--- src/rtl/push_cmp_pkg.sv ---
package push_cmp_pkg;
    typedef enum logic [1:0] {
        MODE_NORMAL = 2'b00,
        MODE_VERIFY = 2'b01,
        MODE_FIND   = 2'b10,
        MODE_RSVD   = 2'b11
    } xfer_mode_e;

    localparam logic [1:0] REG_CTRL  = 2'd0;
    localparam logic [1:0] REG_MASK  = 2'd1;
    localparam logic [1:0] REG_COUNT = 2'd2;
    localparam logic [1:0] REG_ADDR  = 2'd3;

    localparam int CTRL_STICKY_BIT = 2;
    localparam int CTRL_BUSY_BIT   = 3;

    function automatic logic mode_is_pushed(input logic [1:0] m);
        return (m == MODE_VERIFY) || (m == MODE_FIND);
    endfunction
endpackage

--- src/rtl/push_cmp_unit.sv ---
module push_cmp_unit #(
    parameter int DW = 32
) (
    input  logic          en,
    input  logic [1:0]    mode,
    input  logic [DW-1:0] mask,
    input  logic [DW-1:0] refv,
    input  logic [DW-1:0] rdata,
    output logic          trig
);
    import push_cmp_pkg::*;

    logic [DW-1:0] diff;
    logic          equal;

    always_comb begin
        diff  = (rdata ^ refv) & mask;
        equal = (diff == '0);
        trig  = 1'b0;
        if (en) begin
            unique case (mode)
                MODE_VERIFY: trig = !equal;
                MODE_FIND:   trig = equal;
                default:     trig = 1'b0;
            endcase
        end
    end
endmodule

--- src/rtl/push_cmp_rdmux.sv ---
module push_cmp_rdmux #(
    parameter int DW = 32,
    parameter int AW = 32,
    parameter int CW = 16
) (
    input  logic [1:0]    sel,
    input  logic [1:0]    mode,
    input  logic          sticky,
    input  logic          busy,
    input  logic [DW-1:0] mask,
    input  logic [CW-1:0] cnt,
    input  logic [AW-1:0] addr,
    output logic [DW-1:0] rdata
);
    import push_cmp_pkg::*;

    always_comb begin
        rdata = '0;
        unique case (sel)
            REG_CTRL: begin
                rdata[1:0]             = mode;
                rdata[CTRL_STICKY_BIT] = sticky;
                rdata[CTRL_BUSY_BIT]   = busy;
            end
            REG_MASK:  rdata = mask;
            REG_COUNT: rdata = DW'(cnt);
            default:   rdata = DW'(addr);
        endcase
    end
endmodule

--- src/rtl/push_cmp_seq.sv ---
module push_cmp_seq #(
    parameter int DW = 32,
    parameter int AW = 32,
    parameter int CW = 16
) (
    input  logic          clk,
    input  logic          rst_n,
    input  logic          csr_we,
    input  logic [1:0]    csr_addr,
    input  logic [DW-1:0] csr_wdata,
    output logic [DW-1:0] csr_rdata,
    input  logic          ap_req,
    input  logic          ap_wr,
    input  logic [DW-1:0] ap_wdata,
    output logic [DW-1:0] ap_rdata,
    output logic          ap_busy,
    output logic          tgt_req,
    output logic          tgt_wr,
    output logic [AW-1:0] tgt_addr,
    output logic [DW-1:0] tgt_wdata,
    input  logic          tgt_ack,
    input  logic [DW-1:0] tgt_rdata,
    output logic          sticky
);
    import push_cmp_pkg::*;

    localparam int STEP = DW / 8;

    typedef struct packed {
        logic          busy;
        logic          sticky;
        logic [1:0]    mode;
        logic [DW-1:0] mask;
        logic [CW-1:0] cnt;
        logic [AW-1:0] addr;
        logic [DW-1:0] refv;
        logic          wr;
        logic          push;
        logic [DW-1:0] rd;
    } seq_state_t;

    seq_state_t st_d, st_q;
    logic       accept;
    logic       trig;

    push_cmp_unit #(.DW(DW)) u_cmp (
        .en    (st_q.push),
        .mode  (st_q.mode),
        .mask  (st_q.mask),
        .refv  (st_q.refv),
        .rdata (tgt_rdata),
        .trig  (trig)
    );

    push_cmp_rdmux #(.DW(DW), .AW(AW), .CW(CW)) u_rdmux (
        .sel    (csr_addr),
        .mode   (st_q.mode),
        .sticky (st_q.sticky),
        .busy   (st_q.busy),
        .mask   (st_q.mask),
        .cnt    (st_q.cnt),
        .addr   (st_q.addr),
        .rdata  (csr_rdata)
    );

    always_comb begin
        st_d   = st_q;
        accept = ap_req && !st_q.busy && !st_q.sticky;

        // register writes only while idle and no access starts
        if (csr_we && !st_q.busy && !accept) begin
            unique case (csr_addr)
                REG_CTRL: begin
                    st_d.mode = csr_wdata[1:0];
                    if (csr_wdata[CTRL_STICKY_BIT]) st_d.sticky = 1'b0;
                end
                REG_MASK:  st_d.mask = csr_wdata;
                REG_COUNT: st_d.cnt  = csr_wdata[CW-1:0];
                default:   st_d.addr = csr_wdata[AW-1:0];
            endcase
        end

        if (accept) begin
            st_d.busy = 1'b1;
            st_d.refv = ap_wdata;
            st_d.push = ap_wr && mode_is_pushed(st_q.mode);
            st_d.wr   = ap_wr && !mode_is_pushed(st_q.mode);
        end

        if (st_q.busy && tgt_ack) begin
            if (trig) begin
                st_d.busy   = 1'b0;
                st_d.sticky = 1'b1;
            end else begin
                st_d.addr = st_q.addr + AW'(STEP);
                if (!st_q.wr && !st_q.push) st_d.rd = tgt_rdata;
                if (st_q.cnt > CW'(1)) begin
                    st_d.cnt = st_q.cnt - CW'(1);
                end else begin
                    st_d.cnt  = '0;
                    st_d.busy = 1'b0;
                end
            end
        end
    end

    always_ff @(posedge clk) begin
        if (!rst_n) st_q <= '0;
        else        st_q <= st_d;
    end

    assign ap_busy   = st_q.busy;
    assign ap_rdata  = st_q.rd;
    assign tgt_req   = st_q.busy;
    assign tgt_wr    = st_q.wr;
    assign tgt_addr  = st_q.addr;
    assign tgt_wdata = st_q.refv;
    assign sticky    = st_q.sticky;
endmodule

--- config.mk ---
export PLATFORM = sky130hd
export DESIGN_NAME = push_cmp_seq
export DESIGN_NICKNAME = d
export VERILOG_FILES = /design/src/rtl/push_cmp_pkg.sv /design/src/rtl/push_cmp_unit.sv /design/src/rtl/push_cmp_rdmux.sv /design/src/rtl/push_cmp_seq.sv
export SDC_FILE = /design/constraint.sdc
export NUM_CORES = 1
export LEC_CHECK = 0
export ABC_AREA = 1
export BUFFER_PORTS_ARGS = -buffer_cell sky130_fd_sc_hd__buf_2
export CAP_MARGIN = 5
export CORE_MARGIN = 4
export CORE_UTILIZATION = 55
export CTS_CLUSTER_SIZE = 20
export DETAILED_ROUTE_END_ITERATION = 10
export PLACE_DENSITY = 0.83
export SYNTH_ARGS = -nofsm -noshare
export SYNTH_HDL_FRONTEND = slang
export SYNTH_SLANG_ARGS = --single-unit
--- constraint.sdc ---
create_clock -name clk -period 5.08 [get_ports clk]
set_clock_uncertainty 0.2 [all_clocks]
set_input_delay 1.016 -clock clk [delete_from_list [all_inputs] [get_ports clk]]
set_output_delay 1.016 -clock clk [all_outputs]
set_load 0.03 [all_outputs]
==> out/results.ini, run 1 <==
[floorplanning]
rows=46
dieHeight_um=136
start_util_pct=56.3
design.core.area_sq_um=15900
io_pins=236
die_area_sq_um=18400
fp.dieW_um=136

[cts]
clk_latency_ps=420
clk_path_buf_depth=2
cts_made_buffers=17
htreeDepth=4
cts_tree=done
cts_sinks=150
clk_pin_slew_ps=60
postCtsSetupBuffers=0
cts_root_buf=clkbuf_16
ctsResizeCount=0
hold_buffers=0

[drt]
vias=9343
drc_errors=0
wirelength_um=28400
firstDrtPassIters=5
drt-initial-drc-count=743
wl_per_cell_um=16.5
viasPerCell=5.43
antenna_left=0

[setup_path]
end_kind=primary output
cp-start-kind=input port
cp_slowest_cell=inv_1
critPathMaxFanout=26
crit_arrival_ps=2780
critical_path.max_stage_delay_ps=560
crit_chain=buf_2 -> inv_1 -> nor2_1 -> buf_4 -> inv_1 -> o22ai_1 -> a21oi_1 -> o21ai_0 -> buf_2
crit_type=input port to primary output
critPathRequiredTime_ps=3860

[power_and_ir_drop]
pwr_density_cell_nw_per_um2=350
p_leak_nw=5.17
ir_drop_mv=0.268

[synth]
synth-main-ff-cell=dfxtp_1
synth.area.top_cells=dfxtp_1, nand2_1, nor2_1, buf_4, inv_1
synth_seq_cells=150
async_flop_share_pct=0
synth_edf_count=0
synth_top_area_share_pct=33.4
ys_types=38
syn_area_sq_um=8980
yosys_warnings=0
yosysMostFrequentCell=nand2_1
syn_inst=1385
synth_fp_nets=1494
yosysSeqAreaShare_pct=33.4
syn_area_per_cell_sq_um=6.48
yosys.area.top_type=dfxtp_1
yosys-top-cells-count=nand2_1, nor2_1, inv_1

[run]
drv_cap=0

[grt]
use_met1_pct=37.6
grt_use_met3_pct=5.57
grt.met2_usage_pct=49.8
grt_pass1_vias=8630
antenna_found_initial=1
grt_max_degree=70
grt_use_total_pct=29.8
busiest_layer=met2
grt_pass1_wl_um=43400
gr-total-overflow=0

[min_path]
hold_class=flop to flop

[timing]
slew_headroom_pct=18.0
setup_viol=0
tns_ps=0
fin_crit_sh_pct=78.6
rsz0062_at_grt=no
max_freq_mhz=250
hold_viol=0
slew_viol_final=0
max_slew.worst_pin.slew_ps=1230
final.min_clock_period_ps=3990

[placement]
routabilityCongestion=1.00
hpwl_um=21300
io_buffers=235

[finish]
postLayoutCoreUtil_pct=63.4
regArea_sq_um=3000
fill_cells=1562
area_growth_pct=12.6
drive_gt1_share_pct=19.8
fin_nets=1600
multi_input_area_sq_um=4290
n_antenna_cell=0

[status]
status=completed

## final timing paths
check	cells after the start	from	end	slack, ps
setup reg to reg	15	tgt_wdata[27]$_SDFFE_PN0P_	tgt_addr[4]$_SDFF_PN0_	2250
setup / recovery	9	csr_addr[0]	csr_rdata[0]	1090
hold reg to reg	2	tgt_addr[1]$_SDFFE_PN0P_	tgt_addr[1]$_SDFFE_PN0P_	270
hold / removal	2	tgt_addr[1]$_SDFFE_PN0P_	tgt_addr[1]$_SDFFE_PN0P_	270
## sequential cells by signal, summed over array words and instances, names as in the netlist
name	count
tgt_addr	32
tgt_wdata	32
ap_busy	1
ap_rdata	32
tgt_wr	1
st_q	51
sticky	1
## report_power, final
group | switching [W] | internal [W] | total (W)
Clock | 0.000546 | 0.000790 | 0.00134
Sequential | 0.0000850 | 0.00126 | 0.00135
Combinational | 0.000595 | 0.000260 | 0.000855
## area by class of cell
cell class | count | share of cell area (%)
multi-input cells | 897 | 42.4
clock buffers | 18 | 4.24
well taps | 216 | 2.67
flip-flops and latches | 150 | 29.7
inverters | 180 | 6.68
repair buffers | 245 | 12.4
clock inverters | 14 | 1.89
## per-layer routing
| layer | vias to the layer above | wire [um] |
|---|---|---|
| li1 | 4528 | - |
| met1 | 4266 | 11300 |
| met2 | 481 | 13400 |
| met3 | 66 | 2700 |
| met4 | 2 | 1080 |
| met5 | - | 13 |
## stage by stage
stage	hold slack, ps	total power (W)	instances	cell area [sq um]	setup WS (ps)
floorplan	239	0.00203	1385	8980	1550
global placement	250	0.00220	1688	9490	1170
detailed placement	256	0.00221	1688	9490	1130
CTS	271	0.00355	1720	10100	1120
global route	295	0.00369	1720	10100	989
finish	266	0.00354	1720	10100	1090
## cell families (layout without fill, tap and decap cells)
family          count (synthesis)  after routing  share of synthesized area (%)
compound gates                252            252                           14.9
xor+xnor                       26             26                           2.54
fa+ha+maj                       5              5                          0.697
buf+inv                       338            457                           18.8
flops                         150            150                           33.4
mux                            16             16                           1.83
simple gates                  598            598                           27.7
## worst max-delay path, delay by kind of cell
family	cells	cell delay [ps]
AOI/OAI and AO/OA	3	530
buffers and inverters	5	1200
and+or+nand+nor	1	30
## cells in the final DEF, fill, tap and decap left out, types with 2 or more instances in the layout
master,n
xor2_1,25
clkinvlp_4,2
o21ai_1,14
dfxtp_1,150
mux2_1,3
nand4_1,10
nand3_2,2
clkinv_4,3
bufinv_16,3
nand3b_1,2
buf_2,235
a21oi_1,122
nand3_1,73
o21ai_0,81
inv_1,172
o221ai_1,12
nand2_1,265
inv_2,7
inv_8,3
ha_1,5
inv_6,3
nor3_2,3
nor2_2,3
clkbuf_16,17
nor4_1,7
mux2i_1,13
nor2_1,205
o22ai_1,19
buf_4,10
nand2_2,3
nor3_1,20
a211oi_1,2
Note: power is estimated with default switching activity, not from simulation.
==> run 2, diff against run 1 <==
- ABC_AREA: 1 -> 0
- CORE_UTILIZATION: 55 -> 53
- PLACE_DENSITY: 0.83 -> 0.81
- clock period: 5.08 -> 4.1 ns (I/O delays scaled with it)
==> run 2 against run 1 <==
  * Die area shrank 4.4%
  * Synthesized cell count decreased by 24%
  * Flip-flop and latch count unchanged
  * Synthesized area decreased by 8.1%
  * Global-route usage shrank 1.2 points
  * Combinational power increased by 130%
  * Utilization shrank 1.6 points
  * Count of clock-buffer cells in the layout unchanged
  * Routed wire length is 8.4% lower
  * First-iteration DRC count rose by 2.6%
==> out/results.ini, run 2 <==
[status]
status=completed

[timing]
rsz0062_at_grt=no
max_freq_mhz=305
setup_ws_ps=825  ; -263 ps
hold_viol=0  ; unchanged
fin_crit_sh_pct=79.9
setup_viol=0  ; unchanged
final.min_clock_period_ps=3280
slew_viol_final=0  ; unchanged
tns_ps=0  ; unchanged
timing.hold.ws_ps=252  ; -14.7 ps
slew_headroom_pct=42.7  ; +25 points
max_slew.worst_pin.slew_ps=859  ; -368 ps

[setup_path]
end_kind=primary output
critPathRequiredTime_ps=3080  ; -780 ps
cp-start-kind=input port
crit_arrival_ps=2260  ; -520 ps
critPathMaxFanout=38  ; +46%
crit_type=input port to primary output

[drt]
firstDrtPassIters=5  ; unchanged
drc_errors=0  ; unchanged
wl_per_cell_um=19.1  ; +16%
vias=8030  ; -14%
drt-initial-drc-count=762  ; +2.6%
antenna_left=0  ; unchanged
viasPerCell=5.90  ; +8.6%
wirelength_um=26100  ; -8.4%

[cts]
cts_sinks=150  ; unchanged
htreeDepth=4  ; unchanged
clk_pin_slew_ps=60  ; about the same
hold_buffers=0  ; unchanged
clk_path_buf_depth=2  ; unchanged
ctsResizeCount=0  ; unchanged
cts_tree=done
cts_root_buf=clkbuf_16
cts_made_buffers=17  ; unchanged
clk_latency_ps=430  ; about the same
postCtsSetupBuffers=0  ; unchanged

[power_and_ir_drop]
pwr_density_cell_nw_per_um2=566  ; +62%
ir_drop_mv=0.511  ; +90%
p_leak_nw=4.05  ; -22%

[floorplanning]
io_pins=236  ; unchanged
die_area_sq_um=17600  ; -4.4%
start_util_pct=54.3  ; -2.0 points
dieHeight_um=133  ; -2.2%
fp.dieW_um=133  ; -2.2%
rows=45  ; -2.2%
design.core.area_sq_um=15200  ; -4.6%

[synth]
synth-main-ff-cell=dfxtp_1
synth_edf_count=0  ; unchanged
synth.area.top_cells=dfxtp_1, nand2_1, buf_4, a21oi_1, xor2_1
yosys_warnings=0  ; unchanged
syn_area_per_cell_sq_um=7.82  ; +21%
yosysMostFrequentCell=nand2_1
synth_seq_cells=150  ; unchanged
synth_top_area_share_pct=36.4  ; +2.9 points
yosysSeqAreaShare_pct=36.4  ; +2.9 points
synth_fp_nets=1164  ; -22%
syn_area_sq_um=8250  ; -8.1%
ys_types=52  ; +37%
yosys.area.top_type=dfxtp_1
async_flop_share_pct=0  ; unchanged
yosys-top-cells-count=nand2_1, dfxtp_1, a21oi_1
syn_inst=1055  ; -24%

[finish]
fin_nets=1270  ; -21%
regArea_sq_um=3000  ; unchanged
largest_reg_flops=51  ; unchanged
postLayoutCoreUtil_pct=61.8  ; -1.6 points
area_growth_pct=13.9
n_antenna_cell=0  ; unchanged
multi_input_area_sq_um=4210  ; -1.8%
drive_gt1_share_pct=26.3  ; +6.4 points
fill_cells=1400  ; -10%
layout_commonest_cell=nand2_1
mostFrequentLayoutCells=nand2_1, buf_2, dfxtp_1, a21oi_1, xor2_1
regMostFlops=st_q

[placement]
routabilityCongestion=0.954  ; -4.7%
io_buffers=235  ; unchanged
place_ws_ps=638  ; -489 ps
hpwl_um=18900  ; -11%

[min_path]
hold_class=flop to flop

[grt]
grt_max_degree=82  ; +17%
gr-total-overflow=0  ; unchanged
grt_use_total_pct=28.6  ; -1.2 points
grt_pass1_wl_um=40400  ; -6.8%
antenna_found_initial=0  ; -1
grt_pass1_vias=7293  ; -15%

[run]
drv_cap=0  ; unchanged

==> run 2: cell count changes after synthesis, sizes merged, moves of 14 or more <==
cell,change
nor2,-189
inv,-163
o21ai,-89
nand3,-58
a31oi,+27
or3,+23
clkbuf,+21
nor2b,+19
o211ai,+17
o22ai,-17
a22oi,+16
buf,-15
mux2i,+14
xor2,+14
==> run 2: worst max-delay path, stage by stage <==
cell     delay, ps
buf_2          540
nor2b_1        210
buf_4          230
a22o_1         260
buf_2          190
==> run 2: final timing paths <==
| kind | start | end | slack (ps) | depth (start not counted) |
|---|---|---|---|---|
| worst min-delay path | ap_rdata[19]$_SDFFE_PN0P_ | ap_rdata[19]$_SDFFE_PN0P_ | 250 | 2 |
| worst max-delay path | csr_addr[0] | csr_rdata[6] | 820 | 5 |
| worst max register to register | tgt_addr[2]$_SDFF_PN0_ | tgt_addr[30]$_SDFF_PN0_ | 1120 | 8 |
| worst min register to register | ap_rdata[19]$_SDFFE_PN0P_ | ap_rdata[19]$_SDFFE_PN0P_ | 250 | 2 |
==> run 2: cell type report <==
cell class | count | share of cell area (%)
repair buffers | 251 | 14.1
multi-input cells | 725 | 44.8
well taps | 188 | 2.50
flip-flops and latches | 150 | 32.0
clock inverters | 13 | 1.41
inverters | 16 | 0.666
clock buffers | 18 | 4.57
==> run 2: power breakdown <==
part	total, W	internal (W)	switching, W
Combinational	0.00195	0.000640	0.00131
Sequential	0.00186	0.00164	0.000220
Clock	0.00151	0.000889	0.000623
==> run 2: per-stage QoR <==
step / total power, W / instance area [sq um] / std cells
floorplan: 0.00337 / 8250 / 1055
global placement: 0.00376 / 8840 / 1330
detailed placement: 0.00379 / 8840 / 1330
CTS: 0.00530 / 9400 / 1361
global route: 0.00559 / 9400 / 1361
finish: 0.00532 / 9400 / 1361
==> run 2: logic make-up (layout without fill, tap and decap cells) <==
| kind of cell | count (synthesis) | in the layout | share of synthesized area, % |
|---|---|---|---|
| AOI/OAI and AO/OA | 237 | 237 | 17.9 |
| xor gates and xnor gates | 39 | 39 | 4.14 |
| adders and majority gates | 5 | 5 | 0.758 |
| buffers and inverters | 180 | 298 | 12.8 |
| DFF | 150 | 150 | 36.4 |
| muxes | 46 | 46 | 6.41 |
| and+or+nand+nor | 398 | 398 | 21.6 |
==> run 2: metal layers <==
layer,up-vias,track usage [%],part of all wire [%]
met2,413,46.3,47
met1,3769,38.4,42
met5,-,0,0
li1,3783,-,-
met3,65,5.25,7.6
met4,0,10.5,3.2
==> run 3, diff against run 2 <==
- ABC_AREA: 0 -> 1
- CORE_UTILIZATION: 53 -> 54
- clock period: 4.1 -> 3.33 ns (I/O delays scaled with it)
==> run 3 against run 2 <==
  * Combinational power decreased by 33%
  * Sequential share of layout area decreased by 2.2 points
  * Global-route usage increased by 0.10 points
  * Critical path depth increased by 3
  * Cell count increased by 27%
  * Power decreased by 3.0%
  * Clock power increased by 19%
  * First-iteration DRC count increased by 7.1%
  * Utilization increased by 0.90 points
  * Flip-flop and latch count unchanged
  * Via count increased by 15%
  * Hold slack improved by 28 ps
  * Largest cell class unchanged
==> out/results.ini, run 3 (same netlist as run 1, synthesis figures left out) <==
[timing]
max_slew.worst_pin.slew_ps=748  ; -111 ps
slew_viol_final=0  ; unchanged
final.min_clock_period_ps=3050
max_freq_mhz=328
setup_ws_ps=285  ; -540 ps
fin_crit_sh_pct=91.5
setup_viol=0  ; unchanged
hold_viol=0  ; unchanged
tns_ps=0  ; unchanged
slew_headroom_pct=49.6  ; +6.9 points
rsz0062_at_grt=no
timing.hold.ws_ps=280  ; +28.5 ps

[grt]
grt_max_degree=70  ; -15%
grt_use_total_pct=28.7  ; +0.10 points
gr-total-overflow=0  ; unchanged
grt_pass1_wl_um=42700  ; +5.5%
antenna_found_initial=2  ; +2
grt_pass1_vias=8269  ; +13%

[min_path]
whs_path_depth=2  ; unchanged
hold_class=flop to flop

[drt]
wirelength_um=27900  ; +6.9%
firstDrtPassIters=6  ; +1
drt-initial-drc-count=816  ; +7.1%
vias=9248  ; +15%
wl_per_cell_um=16.1  ; -16%
viasPerCell=5.35  ; -9.2%
antenna_left=0  ; unchanged
drc_errors=0  ; unchanged

[power_and_ir_drop]
ir_drop_mv=0.403  ; -21%
power.net_switching_w=0.00186  ; -13%
p_sw_share_pct=36.1  ; -4.4 points
pwr_density_cell_nw_per_um2=511  ; -9.8%
p_leak_nw=5.17  ; +28%
seqPwrFrac_pct=39.8  ; +4.9 points
clkPwrFrac_pct=34.8  ; +6.4 points
power.total_w=0.00516  ; -3.0%
comb_power_share_pct=25.4  ; -11 points
power.internal_w=0.00330  ; +4.1%

[cts]
hold_buffers=0  ; unchanged
htreeDepth=4  ; unchanged
clk_latency_ps=430  ; about the same
cts_made_buffers=17  ; unchanged
postCtsSetupBuffers=0  ; unchanged
cts_root_buf=clkbuf_16
cts_tree=done
cts_sinks=150  ; unchanged
clk_path_buf_depth=2  ; unchanged
ctsResizeCount=0  ; unchanged
clk_pin_slew_ps=60  ; about the same

[placement]
hpwl_um=20900  ; +11%
place_ws_ps=342  ; -296 ps
io_buffers=235  ; unchanged
routabilityCongestion=0.957  ; +0.34%

[finish]
fin_nets=1606  ; +26%
postLayoutCoreUtil_pct=62.7  ; +0.90 points
mostFrequentLayoutCells=nand2_1, buf_2, nor2_1, inv_1, dfxtp_1
area_growth_pct=12.6
drive_gt1_share_pct=20.2  ; -6.1 points
regMostFlops=st_q
layout_commonest_cell=nand2_1
largest_reg_flops=51  ; unchanged

[floorplanning]
fp.dieW_um=137  ; +3.1%
design.core.area_sq_um=16100  ; +6.0%
dieHeight_um=137  ; +3.1%
rows=46  ; +2.2%
io_pins=236  ; unchanged
die_area_sq_um=18800  ; +6.4%
start_util_pct=55.7  ; +1.4 points

[run]
drv_cap=0  ; unchanged

[setup_path]
cp-start-kind=input port
critPathBufInv=4  ; +1
ff2ff_setup_slack_ps=800  ; -320 ps
cp_slowest_cell=inv_1
critPathRequiredTime_ps=2460  ; -620 ps
end_kind=primary output
cp_top_family=buffers and inverters
critical_path.max_stage_delay_ps=510  ; -30 ps
crit_type=input port to primary output
cp.depth=8  ; +3
critPathMaxFanout=20  ; -47%
reg2regPathDepth=14  ; +6
crit_chain=buf_2 -> inv_1 -> nor2_1 -> inv_1 -> o22ai_1 -> a21oi_1 -> o21ai_0 -> buf_2
crit_arrival_ps=2180  ; -80 ps

[status]
status=completed

## run 3: final timing paths
kind / to / start
worst max-delay path: csr_rdata[0] / csr_addr[0]
worst min-delay path: ap_rdata[21]$_SDFFE_PN0P_ / ap_rdata[21]$_SDFFE_PN0P_
worst max register to register: tgt_addr[22]$_SDFF_PN0_ / tgt_wdata[31]$_SDFFE_PN0P_
worst min register to register: ap_rdata[21]$_SDFFE_PN0P_ / ap_rdata[21]$_SDFFE_PN0P_
## run 3: area by class of cell
cell class              count  area [sq um]
flip-flops and latches    150          3000
inverters                 180           676
repair buffers            251          1320
diodes                      1          2.50
clock inverters            15           119
multi-input cells         897          4290
well taps                 216           270
clock buffers              17           425
fillers                  1529          6010
## run 3: power groups by stage
stage / clock network [W] / logic [W] / registers [W]
after global placement: 0 / 0.00127 / 0.00209
final: 0.00180 / 0.00131 / 0.00205
after floorplan: 0 / 0.00105 / 0.00205
after global routing: 0.00190 / 0.00145 / 0.00207
after detailed placement: 0 / 0.00129 / 0.00209
after CTS: 0.00183 / 0.00130 / 0.00205
## run 3: metrics by stage
stage	cells	area [sq um]
4_1_cts	1726	10100
3_3_place_gp	1694	9560
3_5_place_dp	1694	9560
5_1_grt	1727	10100
6_report	1727	10100
2_1_floorplan	1385	8980
## run 3: layer usage
layer | track usage, % | part of all wire (%)
met5 | 0 | 0.072
met4 | 9.04 | 2.7
met3 | 5.96 | 10
met2 | 48.4 | 47
met1 | 36.9 | 40
## run 3: worst reg2reg max path, cell delays in order (launching register included)
cell     delay [ps]
dfxtp_1         320
inv_1            70
nand2_1          50
nand3_1          80
nand2_1          60
nor2_1          120
nand2_1          70
nor2_2          190
nand2_1          90
nand2_2          90
nand3_4         200
nand2_2         340
inv_1           310
nor2_1          170
nor2_1           60
